--- src/rtl/dbt_pkg.sv ---
// Shared definitions for the data-bus line pattern tester.
// Assumes the data width is a power of two of at least 2.
package dbt_pkg;

    typedef enum logic [1:0] {
        ST_IDLE  = 2'd0,
        ST_WRITE = 2'd1,
        ST_READ  = 2'd2,
        ST_WAIT  = 2'd3
    } seq_state_t;

    // Number of test words for a given data width: base patterns plus complements.
    function automatic int unsigned pattern_total(input int unsigned width);
        return 2 * $clog2(width);
    endfunction

endpackage

--- src/rtl/dbt_pattern_rom.sv ---
// Pattern table for the line tester, generated from the width.
// Row k (k < log2(W)) sets bit i to bit k of the index i. Row
// NUM_PAT-1-k holds the complement of row k, so the complements follow
// the base rows in reverse order. Rows beyond NUM_PAT read as zero.
// Assumes DATA_W is a power of two.
module dbt_pattern_rom #(
    parameter int DATA_W = 64,
    parameter int NUM_PAT = 12,
    parameter int IDX_W = 4
) (
    input  logic [IDX_W-1:0]  idx,
    output logic [DATA_W-1:0] pattern
);
    localparam int NUM_BASE = NUM_PAT / 2;
    localparam int DEPTH    = 2 ** IDX_W;

    logic [DATA_W-1:0] rows [DEPTH];

    // Base rows and their complements.
    for (genvar k = 0; k < NUM_BASE; k++) begin : g_base
        logic [DATA_W-1:0] base_w;
        for (genvar b = 0; b < DATA_W; b++) begin : g_bit
            assign base_w[b] = (((b >> k) % 2) == 1);
        end
        assign rows[k]             = base_w;
        assign rows[NUM_PAT-1-k]   = ~base_w;
    end

    // Unused rows of the power-of-two table.
    for (genvar p = NUM_PAT; p < DEPTH; p++) begin : g_pad
        assign rows[p] = '0;
    end

    // Table lookup.
    assign pattern = rows[idx];

endmodule

--- src/rtl/dbt_seq.sv ---
// Sequencer for the line tester. For each pattern index it issues one
// write cycle, one read cycle, then waits for the read-valid strobe. A
// mismatch or the last index ends the run. Start is honoured only while
// idle. Assumes the memory returns read data at least one cycle after
// the read request.
module dbt_seq
    import dbt_pkg::*;
#(
    parameter int NUM_PAT = 12,
    parameter int IDX_W = 4
) (
    input  logic             clk,
    input  logic             rst_n,
    input  logic             start,
    input  logic             rd_valid,
    input  logic             mismatch,
    output logic             busy,
    output logic             do_write,
    output logic             do_read,
    output logic             accept,
    output logic             end_pass,
    output logic             end_fail,
    output logic [IDX_W-1:0] idx
);
    localparam logic [IDX_W-1:0] LAST_IDX = IDX_W'(NUM_PAT - 1);

    seq_state_t       state_q, state_d;
    logic [IDX_W-1:0] idx_q, idx_d;
    logic             at_last;

    assign at_last  = (idx_q == LAST_IDX);
    assign accept   = (state_q == ST_IDLE) && start;
    assign end_fail = (state_q == ST_WAIT) && rd_valid && mismatch;
    assign end_pass = (state_q == ST_WAIT) && rd_valid && !mismatch && at_last;

    // Next-state and index logic.
    always_comb begin
        state_d = state_q;
        idx_d   = idx_q;
        case (state_q)
            ST_IDLE: begin
                if (start) begin
                    state_d = ST_WRITE;
                    idx_d   = '0;
                end
            end
            ST_WRITE: state_d = ST_READ;
            ST_READ:  state_d = ST_WAIT;
            ST_WAIT: begin
                if (rd_valid) begin
                    if (mismatch || at_last) begin
                        state_d = ST_IDLE;
                    end else begin
                        state_d = ST_WRITE;
                        idx_d   = idx_q + 1'b1;
                    end
                end
            end
            default: state_d = ST_IDLE;
        endcase
    end

    // State and index registers.
    always_ff @(posedge clk) begin
        if (!rst_n) begin
            state_q <= ST_IDLE;
            idx_q   <= '0;
        end else begin
            state_q <= state_d;
            idx_q   <= idx_d;
        end
    end

    assign busy     = (state_q != ST_IDLE);
    assign do_write = (state_q == ST_WRITE);
    assign do_read  = (state_q == ST_READ);
    assign idx      = idx_q;

endmodule

--- src/rtl/dbt_result.sv ---
// Result holder for the line tester. It registers the done pulse and the
// pass/fail verdict, and captures the failing pattern. All of them are
// cleared when a new run is accepted. Assumes end_pass and end_fail are
// never high together.
module dbt_result #(
    parameter int DATA_W = 64
) (
    input  logic              clk,
    input  logic              rst_n,
    input  logic              clear,
    input  logic              end_pass,
    input  logic              end_fail,
    input  logic [DATA_W-1:0] exp_pattern,
    output logic              done,
    output logic              pass,
    output logic              fail,
    output logic [DATA_W-1:0] fail_pattern
);
    // Verdict, pulse and failing-word registers.
    always_ff @(posedge clk) begin
        if (!rst_n) begin
            done         <= 1'b0;
            pass         <= 1'b0;
            fail         <= 1'b0;
            fail_pattern <= '0;
        end else begin
            done <= end_pass || end_fail;
            if (clear) begin
                pass         <= 1'b0;
                fail         <= 1'b0;
                fail_pattern <= '0;
            end else if (end_fail) begin
                fail         <= 1'b1;
                fail_pattern <= exp_pattern;
            end else if (end_pass) begin
                pass <= 1'b1;
            end
        end
    end

endmodule

--- src/rtl/dbus_line_tester.sv ---
// Top of the data-bus line pattern tester. It writes each generated
// pattern to TEST_ADDR, reads it back, and compares the result when
// mem_rvalid arrives. It stops at the first mismatch. Assumes a
// synchronous memory that answers every read with exactly one
// mem_rvalid strobe.
module dbus_line_tester
    import dbt_pkg::*;
#(
    parameter int DATA_W = 64,
    parameter int ADDR_W = 16,
    parameter logic [ADDR_W-1:0] TEST_ADDR = '0
) (
    input  logic              clk,
    input  logic              rst_n,
    input  logic              start,
    output logic              busy,
    output logic              done,
    output logic              pass,
    output logic              fail,
    output logic [DATA_W-1:0] fail_pattern,
    output logic [ADDR_W-1:0] mem_addr,
    output logic [DATA_W-1:0] mem_wdata,
    output logic              mem_we,
    output logic              mem_re,
    input  logic [DATA_W-1:0] mem_rdata,
    input  logic              mem_rvalid
);
    localparam int NUM_PAT = pattern_total(DATA_W);
    localparam int IDX_W   = $clog2(NUM_PAT);

    logic [IDX_W-1:0]  idx;
    logic [DATA_W-1:0] cur_pattern;
    logic              mismatch, accept, end_pass, end_fail;

    dbt_pattern_rom #(
        .DATA_W (DATA_W),
        .NUM_PAT(NUM_PAT),
        .IDX_W  (IDX_W)
    ) u_rom (
        .idx    (idx),
        .pattern(cur_pattern)
    );

    dbt_seq #(
        .NUM_PAT(NUM_PAT),
        .IDX_W  (IDX_W)
    ) u_seq (
        .clk     (clk),
        .rst_n   (rst_n),
        .start   (start),
        .rd_valid(mem_rvalid),
        .mismatch(mismatch),
        .busy    (busy),
        .do_write(mem_we),
        .do_read (mem_re),
        .accept  (accept),
        .end_pass(end_pass),
        .end_fail(end_fail),
        .idx     (idx)
    );

    dbt_result #(
        .DATA_W(DATA_W)
    ) u_res (
        .clk         (clk),
        .rst_n       (rst_n),
        .clear       (accept),
        .end_pass    (end_pass),
        .end_fail    (end_fail),
        .exp_pattern (cur_pattern),
        .done        (done),
        .pass        (pass),
        .fail        (fail),
        .fail_pattern(fail_pattern)
    );

    // Compare the returned word with the word written.
    assign mismatch  = (mem_rdata != cur_pattern);
    assign mem_addr  = (mem_we || mem_re) ? TEST_ADDR : '0;
    assign mem_wdata = mem_we ? cur_pattern : '0;

endmodule

--- config.mk ---
export PLATFORM = sky130hd
export DESIGN_NAME = dbus_line_tester
export DESIGN_NICKNAME = d
export VERILOG_FILES = /design/src/rtl/dbt_pkg.sv /design/src/rtl/dbt_pattern_rom.sv /design/src/rtl/dbt_seq.sv /design/src/rtl/dbt_result.sv /design/src/rtl/dbus_line_tester.sv
export SDC_FILE = /design/constraint.sdc
export NUM_CORES = 1
export LEC_CHECK = 0
export ABC_AREA = 1
export BUFFER_PORTS_ARGS = -buffer_cell sky130_fd_sc_hd__buf_4
export CORE_MARGIN = 4
export CORE_UTILIZATION = 40
export DETAILED_ROUTE_END_ITERATION = 12
export PLACE_DENSITY = 0.72
export SLEW_MARGIN = 20
export SYNTH_ARGS = -nofsm -noshare
export SYNTH_HDL_FRONTEND = slang
export SYNTH_SLANG_ARGS = --single-unit
--- constraint.sdc ---
create_clock -name clk -period 9.1 [get_ports clk]
set_clock_uncertainty 0.15 [all_clocks]
set_input_delay 0.91 -clock clk [delete_from_list [all_inputs] [get_ports clk]]
set_output_delay 0.91 -clock clk [all_outputs]
set_load 0.01 [all_outputs]
==> results by group, run 1 <==
Setup path
  – Largest stage delay on the critical path: approximately 0.94 ns
  – Crit path from: u_seq.idx[2]
  – Crit path cell chain: inv_2 > ha_1 > or2_2 > nand2_1 > nand2_1 > nand2_1 > nor2_1 > nand2_1 > nor2_1 > nand2_1 > nor2_2 > a21oi_4 > buf_4 > inv_1 > a21oi_1 > nor2_1
  – Worst path arrival time: roughly 4.5 ns
  – R2R Path Start: u_seq.idx[2]
  – CP delay by family, top: buffers and inverters
  – Worst setup path category: reg -> reg
  – WP buf/inv: 3
  – Setup crit end kind: register
  – Crit-path most repeated cell: nand2_1
  – Required time worst endpoint: about 9.2 ns
  – CP startpoint kind: register
  – Critical-path maximum fanout: 62
  – Slowest-stage cell, CP: dfxtp_1

Logic synthesis
  – Post-synth EDFFs: 0
  – Async S/R FF share, synth: 0%
  – Cells after synthesis: 929
  – Ys Warns: 0
  – Synth Flop Type: dfxtp_1
  – Register bit total from synthesis: 73
  – Syn avg cell area: about 6.1 um2
  – Netlist cell types: 32
  – Synthesized area: roughly 5600 um2
  – Seq/Total Area, Yosys: 26.0%

Status
  – Status: complete, no violations

STA
  – Fmax: between 0.2 and 0.25 GHz
  – Period minus WS final: 4.36 ns
  – Final period utilization: between 40% and 50%
  – Setup Viol. Count Final: 0
  – Final hold viol count: 0
  – RSZ-0062 raised after global routing: false
  – Slew Viols, Final: 0
  – Setup TNS: 0 ns
  – Worst slew pin tran: between 0.9 and 1 ns
  – Slew HR: a little under two fifths

Global routing
  – Initial antenna violation count: 0
  – Number of global-route vias before repair: around 6.2k
  – First-pass GRT wire length: ~35,000 um
  – GRT Total Usage: between 20% and 30%
  – Largest net degree at the start of global routing: between 60 and 70
  – Total grt overflow: 0

Floorplan
  – Initial Utilization: 40.7%
  – Die Width: about 130 um
  – Core box area: about 14,000 um2
  – IO Pins: about 220
  – Die area: 16,000 um2
  – Row cnt: between 40 and 50
  – Die Y: approximately 130 um

Layout
  – Commonest non-fill, non-tap cells in the layout: nand2_1 (283), buf_4 (206), nor2_1 (122), a21oi_1 (73), dfxtp_1 (73)
  – Layout cells sized above 1: 22.7%
  – Final nets: roughly 1.2k
  – Area delta synth->final: 32.4%
  – Post-route cell area: between 7000 and 8000 um2
  – Commonest non-fill, non-tap cell in the layout: nand2_1
  – Ant diodes: 0

Pwr
  – Internal power: between 0.001 and 0.0015 W
  – P per Cell Area: between 300 and 400 nW/um2
  – Flop pwr share: between 10 and 15%
  – Combinational Power Share: roughly 72%
  – Clock Power Share: a little over an eighth
  – P_sw: around 0.0016 W
  – Sw Ratio: about 57%
  – Peak supply drop: roughly 0.30 mV
  – P_leak: between 3 and 4 nW

Placement
  – Post-DP HPWL: approximately 19,000 um
  – Routability cong.: 1.04
  – Area after DPL: 7130 um2
  – Port bufs: about 200

Clocking
  – H-tree depth: 3
  – Root buf cell: clkbuf_16
  – CTS sink cnt: 73
  – CTS tree: done
  – Reg clk slew, reported paths: 0.06 ns
  – Post-CTS setup buffers: 0
  – Longest Clk Path Bufs: 2
  – Clock Latency Late Sink: ~0.35 ns
  – CTS resizes: 0
  – CTS buffer count: 9
  – Cts hold-fix bufs: 0

Routing
  – Drt wl/cell: between 15 and 20 um
  – Final wirelength: about 24,000 um
  – Vias per inst: about 5.3
  – Vias post-DR: 6,826
  – First-pass iteration count of the detailed router: 8
  – Initial drt markers: just under 700
  – Residual DRC count: 0
  – Antenna viol nets, final: 0

Worst hold path
  – Min-Delay Path Class: reg -> reg
  – Hold wc startpoint: u_res.pass

Run
  – Max Cap Viol: 0
## power by group through the flow
stage          clock network [W]  logic, W  registers, W
2_1_floorplan                  0   0.00130      0.000401
3_3_place_gp                   0   0.00202      0.000406
4_1_cts                 0.000397   0.00202      0.000400
6_report                0.000391   0.00207      0.000400
3_5_place_dp                   0   0.00201      0.000407
5_1_grt                 0.000404   0.00226      0.000407
## cell usage after synthesis (3+ instances only)
master / n / share of area, %
buf_2: 7 / 0.62
nor2_1: 122 / 8.1
a21oi_1: 74 / 6.6
nand2_1: 283 / 19
or2_2: 4 / 0.44
o21ai_0: 16 / 1.4
buf_6: 4 / 0.80
o21ai_1: 37 / 3.3
nand4_1: 14 / 1.6
clkbuf_1: 17 / 1.1
buf_4: 25 / 3.3
nor3_1: 8 / 0.71
inv_1: 67 / 4.5
nand3b_1: 36 / 4.8
xnor2_1: 6 / 0.93
dfxtp_1: 73 / 26
ha_1: 28 / 6.2
nand2_2: 15 / 1.7
a21oi_2: 3 / 0.47
inv_2: 4 / 0.27
nand3_1: 72 / 6.4
## path summary, 6_finish.rpt
kind	end	slack, ns	depth (start not counted)
min	u_res.pass	0.30	2
min reg2reg	u_res.pass	0.30	2
max reg2reg	u_res.fail_pattern[3]	4.74	16
max	u_res.fail_pattern[3]	4.74	16
## registers in the layout, summed over array words and instances, names as in the netlist
register / cells
u_res.pass: 1
u_res.fail_pattern: 64
u_res.fail: 1
u_seq.state_q: 2
u_res.done: 1
u_seq.idx: 4
## per-stage QoR
| stage | std cells | hold WS (ns) | power (W) | setup slack (ns) | util (%) |
|---|---|---|---|---|---|
| after floorplan | 944 | 0.324 | 0.00170 | 6.22 | - |
| after global placement | 1276 | 0.294 | 0.00243 | 4.83 | 51.6 |
| after detailed placement | 1276 | 0.294 | 0.00242 | 4.79 | 51.6 |
| after CTS | 1291 | 0.302 | 0.00282 | 4.78 | 53.9 |
| after global routing | 1291 | 0.340 | 0.00307 | 4.27 | 53.9 |
| final | 1291 | 0.303 | 0.00286 | 4.74 | 53.9 |
## worst reg2reg max path, delay by kind of cell, from the launching register on
family | cells | cell delay (ns)
AO/OA/AOI/OAI | 2 | 0.41
adder cells (fa/ha/maj) | 1 | 0.31
buffers and inverters | 3 | 1.35
flip-flops | 1 | 0.94
AND/OR/NAND/NOR | 10 | 1.10
## layout make-up
type,instances,area [um2]
multi-input cells,746,3630
flip-flops and latches,73,1460
fillers,1455,6370
inverters,71,267
well taps,180,225
clock inverters,4,77.6
clock buffers,11,243
repair buffers,206,1550
## kinds of logic (layout without fill, tap and decap cells)
group / count (synthesis) / in the layout / share of synthesized area (%)
adders and majority gates: 28 / 28 / 6.22
DFF: 73 / 73 / 26.0
other: 1 / 16 / 0.0666
xor gates and xnor gates: 8 / 8 / 1.24
and+or+nand+nor: 562 / 562 / 43.7
AOI/OAI and AO/OA: 132 / 132 / 12.2
buffers and inverters: 125 / 292 / 10.7
## routing by layer
layer  track usage (%)  part of all wire (%)
met5                 0                     0
met4              11.5                   3.8
met3              6.32                   9.6
met2              44.9                    46
met1              35.9                    41
Note: power is estimated with default switching activity, not from simulation.
==> run 2: changes to the inputs <==
==> constraint.sdc (replaced) <==
create_clock -name clk -period 4.3 [get_ports clk]
set_clock_uncertainty 0.15 [all_clocks]
set_input_delay 0.43 -clock clk [delete_from_list [all_inputs] [get_ports clk]]
set_output_delay 0.43 -clock clk [all_outputs]
set_load 0.01 [all_outputs]
==> results by group, run 2 (synthesis results as in run 1) <==
Pwr
  – P_sw: 0.00345 W (+110%)
  – P per Cell Area: 807 nW/um2 (+110%)
  – Flop pwr share: 13.8% (-0.2 points)
  – Sw Ratio: 57.4% (+0.54 points)
  – Peak supply drop: 0.647 mV (+110%)
  – Combinational Power Share: 73.4% (+1.1 points)
  – Clock Power Share: 12.8% (-0.9 points)
  – P_leak: 3.97 nW (-0.21%)
  – Internal power: 0.00255 W (+110%)

Global routing
  – Largest net degree at the start of global routing: 70 (+11%)
  – Number of global-route vias before repair: 6,143 (-1.2%)
  – Initial antenna violation count: 0 (unchanged)
  – Total grt overflow: 0 (unchanged)
  – First-pass GRT wire length: 35,300 um (+1.7%)
  – GRT Total Usage: 28.5% (+0.67 points)

Worst hold path
  – Min-Delay Path Class: in -> reg
  – Hold wc startpoint: rst_n

Setup path
  – R2R Path Start: u_seq.idx[1]
  – Setup crit end kind: register
  – Required time worst endpoint: 4.38 ns (-4.81 ns)
  – Crit path from: u_seq.idx[1]
  – Critical-path maximum fanout: 41 (-34%)
  – Worst setup path category: reg -> reg
  – Worst path arrival time: 4.04 ns (-0.41 ns)
  – CP startpoint kind: register

Clocking
  – Clock Latency Late Sink: 0.35 ns (about the same)
  – Post-CTS setup buffers: 0 (unchanged)
  – CTS buffer count: 9 (unchanged)
  – CTS resizes: 0 (unchanged)
  – Reg clk slew, reported paths: 0.06 ns (about the same)
  – Root buf cell: clkbuf_16
  – CTS tree: done
  – CTS sink cnt: 73 (unchanged)
  – Longest Clk Path Bufs: 2 (unchanged)
  – H-tree depth: 3 (unchanged)
  – Cts hold-fix bufs: 0 (unchanged)

Layout
  – Post-Layout Cell Count: 1,293 (+0.15%)
  – Most flop-heavy register: u_res.fail_pattern
  – Final nets: 1,204 (+0.083%)
  – Commonest non-fill, non-tap cells in the layout: nand2_1 (283), buf_4 (207), nor2_1 (122), a21oi_1 (73), dfxtp_1 (73)
  – Layout cells sized above 1: 22.8% (+0.14 points)
  – Commonest non-fill, non-tap cell in the layout: nand2_1
  – Area delta synth->final: 32.2%
  – Layout fillers: 1,459 (+0.27%)
  – Ant diodes: 0 (unchanged)
  – Largest register FFs: 64 (unchanged)
  – Post-route cell area: 7440 um2 (-0.18%)

STA
  – Worst slew pin tran: 0.964 ns (+0.0221 ns)
  – Setup Viol. Count Final: 0 (unchanged)
  – Fmax: 0.253 GHz (+10%)
  – Period minus WS final: 3.96 ns (-0.402 ns)
  – Setup TNS: 0 ns (unchanged)
  – Final period utilization: 92.0% (+44 points)
  – RSZ-0062 raised after global routing: false
  – Slew Viols, Final: 0 (unchanged)
  – Final hold viol count: 0 (unchanged)
  – Slew HR: 35.7% (-1.4 points)

Routing
  – Antenna viol nets, final: 0 (unchanged)
  – Vias per inst: 5.22 (-1.4%)
  – Residual DRC count: 0 (unchanged)
  – First-pass iteration count of the detailed router: 5 (-3)
  – Vias post-DR: 6,743 (-1.2%)
  – Initial drt markers: 626 (-8.6%)
  – Final wirelength: 23,900 um (+1.1%)
  – Drt wl/cell: 18.5 um (+0.99%)

Floorplan
  – Die Y: 127 um (unchanged)
  – Initial Utilization: 40.7% (unchanged)
  – Row cnt: 43 (unchanged)
  – IO Pins: 218 (unchanged)
  – Die area: 16,000 um2 (unchanged)
  – Core box area: 13,800 um2 (unchanged)
  – Die Width: 127 um (unchanged)

Placement
  – Cells after DPL: 1,277 (+0.078%)
  – Post-DP HPWL: 19,200 um (+1.8%)
  – Area after DPL: 7140 um2 (+0.11%)
  – Routability cong.: 1.06 (+2.2%)
  – Port bufs: 201 (unchanged)

Status
  – Status: complete, no violations

Run
  – Max Cap Viol: 0 (unchanged)
==> run 2: stage by stage <==
stage / hold slack (ns) / setup WS, ns / power (W) / utilization, %
2_1_floorplan: 0.324 / 1.42 / 0.00360 / -
3_3_place_gp: 0.298 / 0.454 / 0.00517 / 51.6
3_5_place_dp: 0.296 / 0.456 / 0.00516 / 51.6
4_1_cts: 0.199 / 0.437 / 0.00593 / 53.8
5_1_grt: 0.201 / 0.0928 / 0.00646 / 53.8
6_report: 0.197 / 0.343 / 0.00600 / 53.8
==> run 2: path summary, 6_finish.rpt <==
path	endpoint	slack, ns	cells past startpoint
hold reg to reg	u_res.pass	0.30	2
setup reg to reg	u_res.fail_pattern[25]	0.34	17
setup / recovery	u_res.fail_pattern[25]	0.34	17
hold / removal	u_seq.idx[1]	0.20	3
==> run 2: layout make-up <==
cell class	instances	area, um2	share of cell area (%)
multi-input cells	746	3630	48.8
repair buffers	207	1550	20.9
flip-flops and latches	73	1460	19.6
inverters	71	268	3.60
clock buffers	11	243	3.26
well taps	180	225	3.03
clock inverters	5	55.1	0.740
==> run 2: critical path, cell delays in order, from the launching register on <==
cell and delay (ns):
dfxtp_1 0.64, inv_1 0.30, ha_1 0.43, nor2_1 0.06, inv_1 0.17, nand2_1 0.28, nand2_1 0.24, nand2_1 0.09
nand2_1 0.08, nor2_1 0.05, nand2_1 0.06, nor2_1 0.04, nand2_1 0.14, nor2_2 0.08, a21oi_4 0.14, buf_4 0.38
o21ai_1 0.18, a21oi_1 0.33
==> run 2: routing by layer <==
layer	up-vias	track usage [%]	share of wire [%]
met4	0	8.64	2.8
met2	278	45.1	46
li1	3332	-	-
met1	3097	37.6	43
met5	-	0	0
met3	36	8.46	8.4
==> run 2: power groups by stage <==
stage	clock [W]	sequential, W	combinational [W]
final	0.000767	0.000830	0.00440
after global routing	0.000800	0.000840	0.00482
after CTS	0.000768	0.000829	0.00433
after detailed placement	0	0.000843	0.00432
after global placement	0	0.000840	0.00433
after floorplan	0	0.000849	0.00276
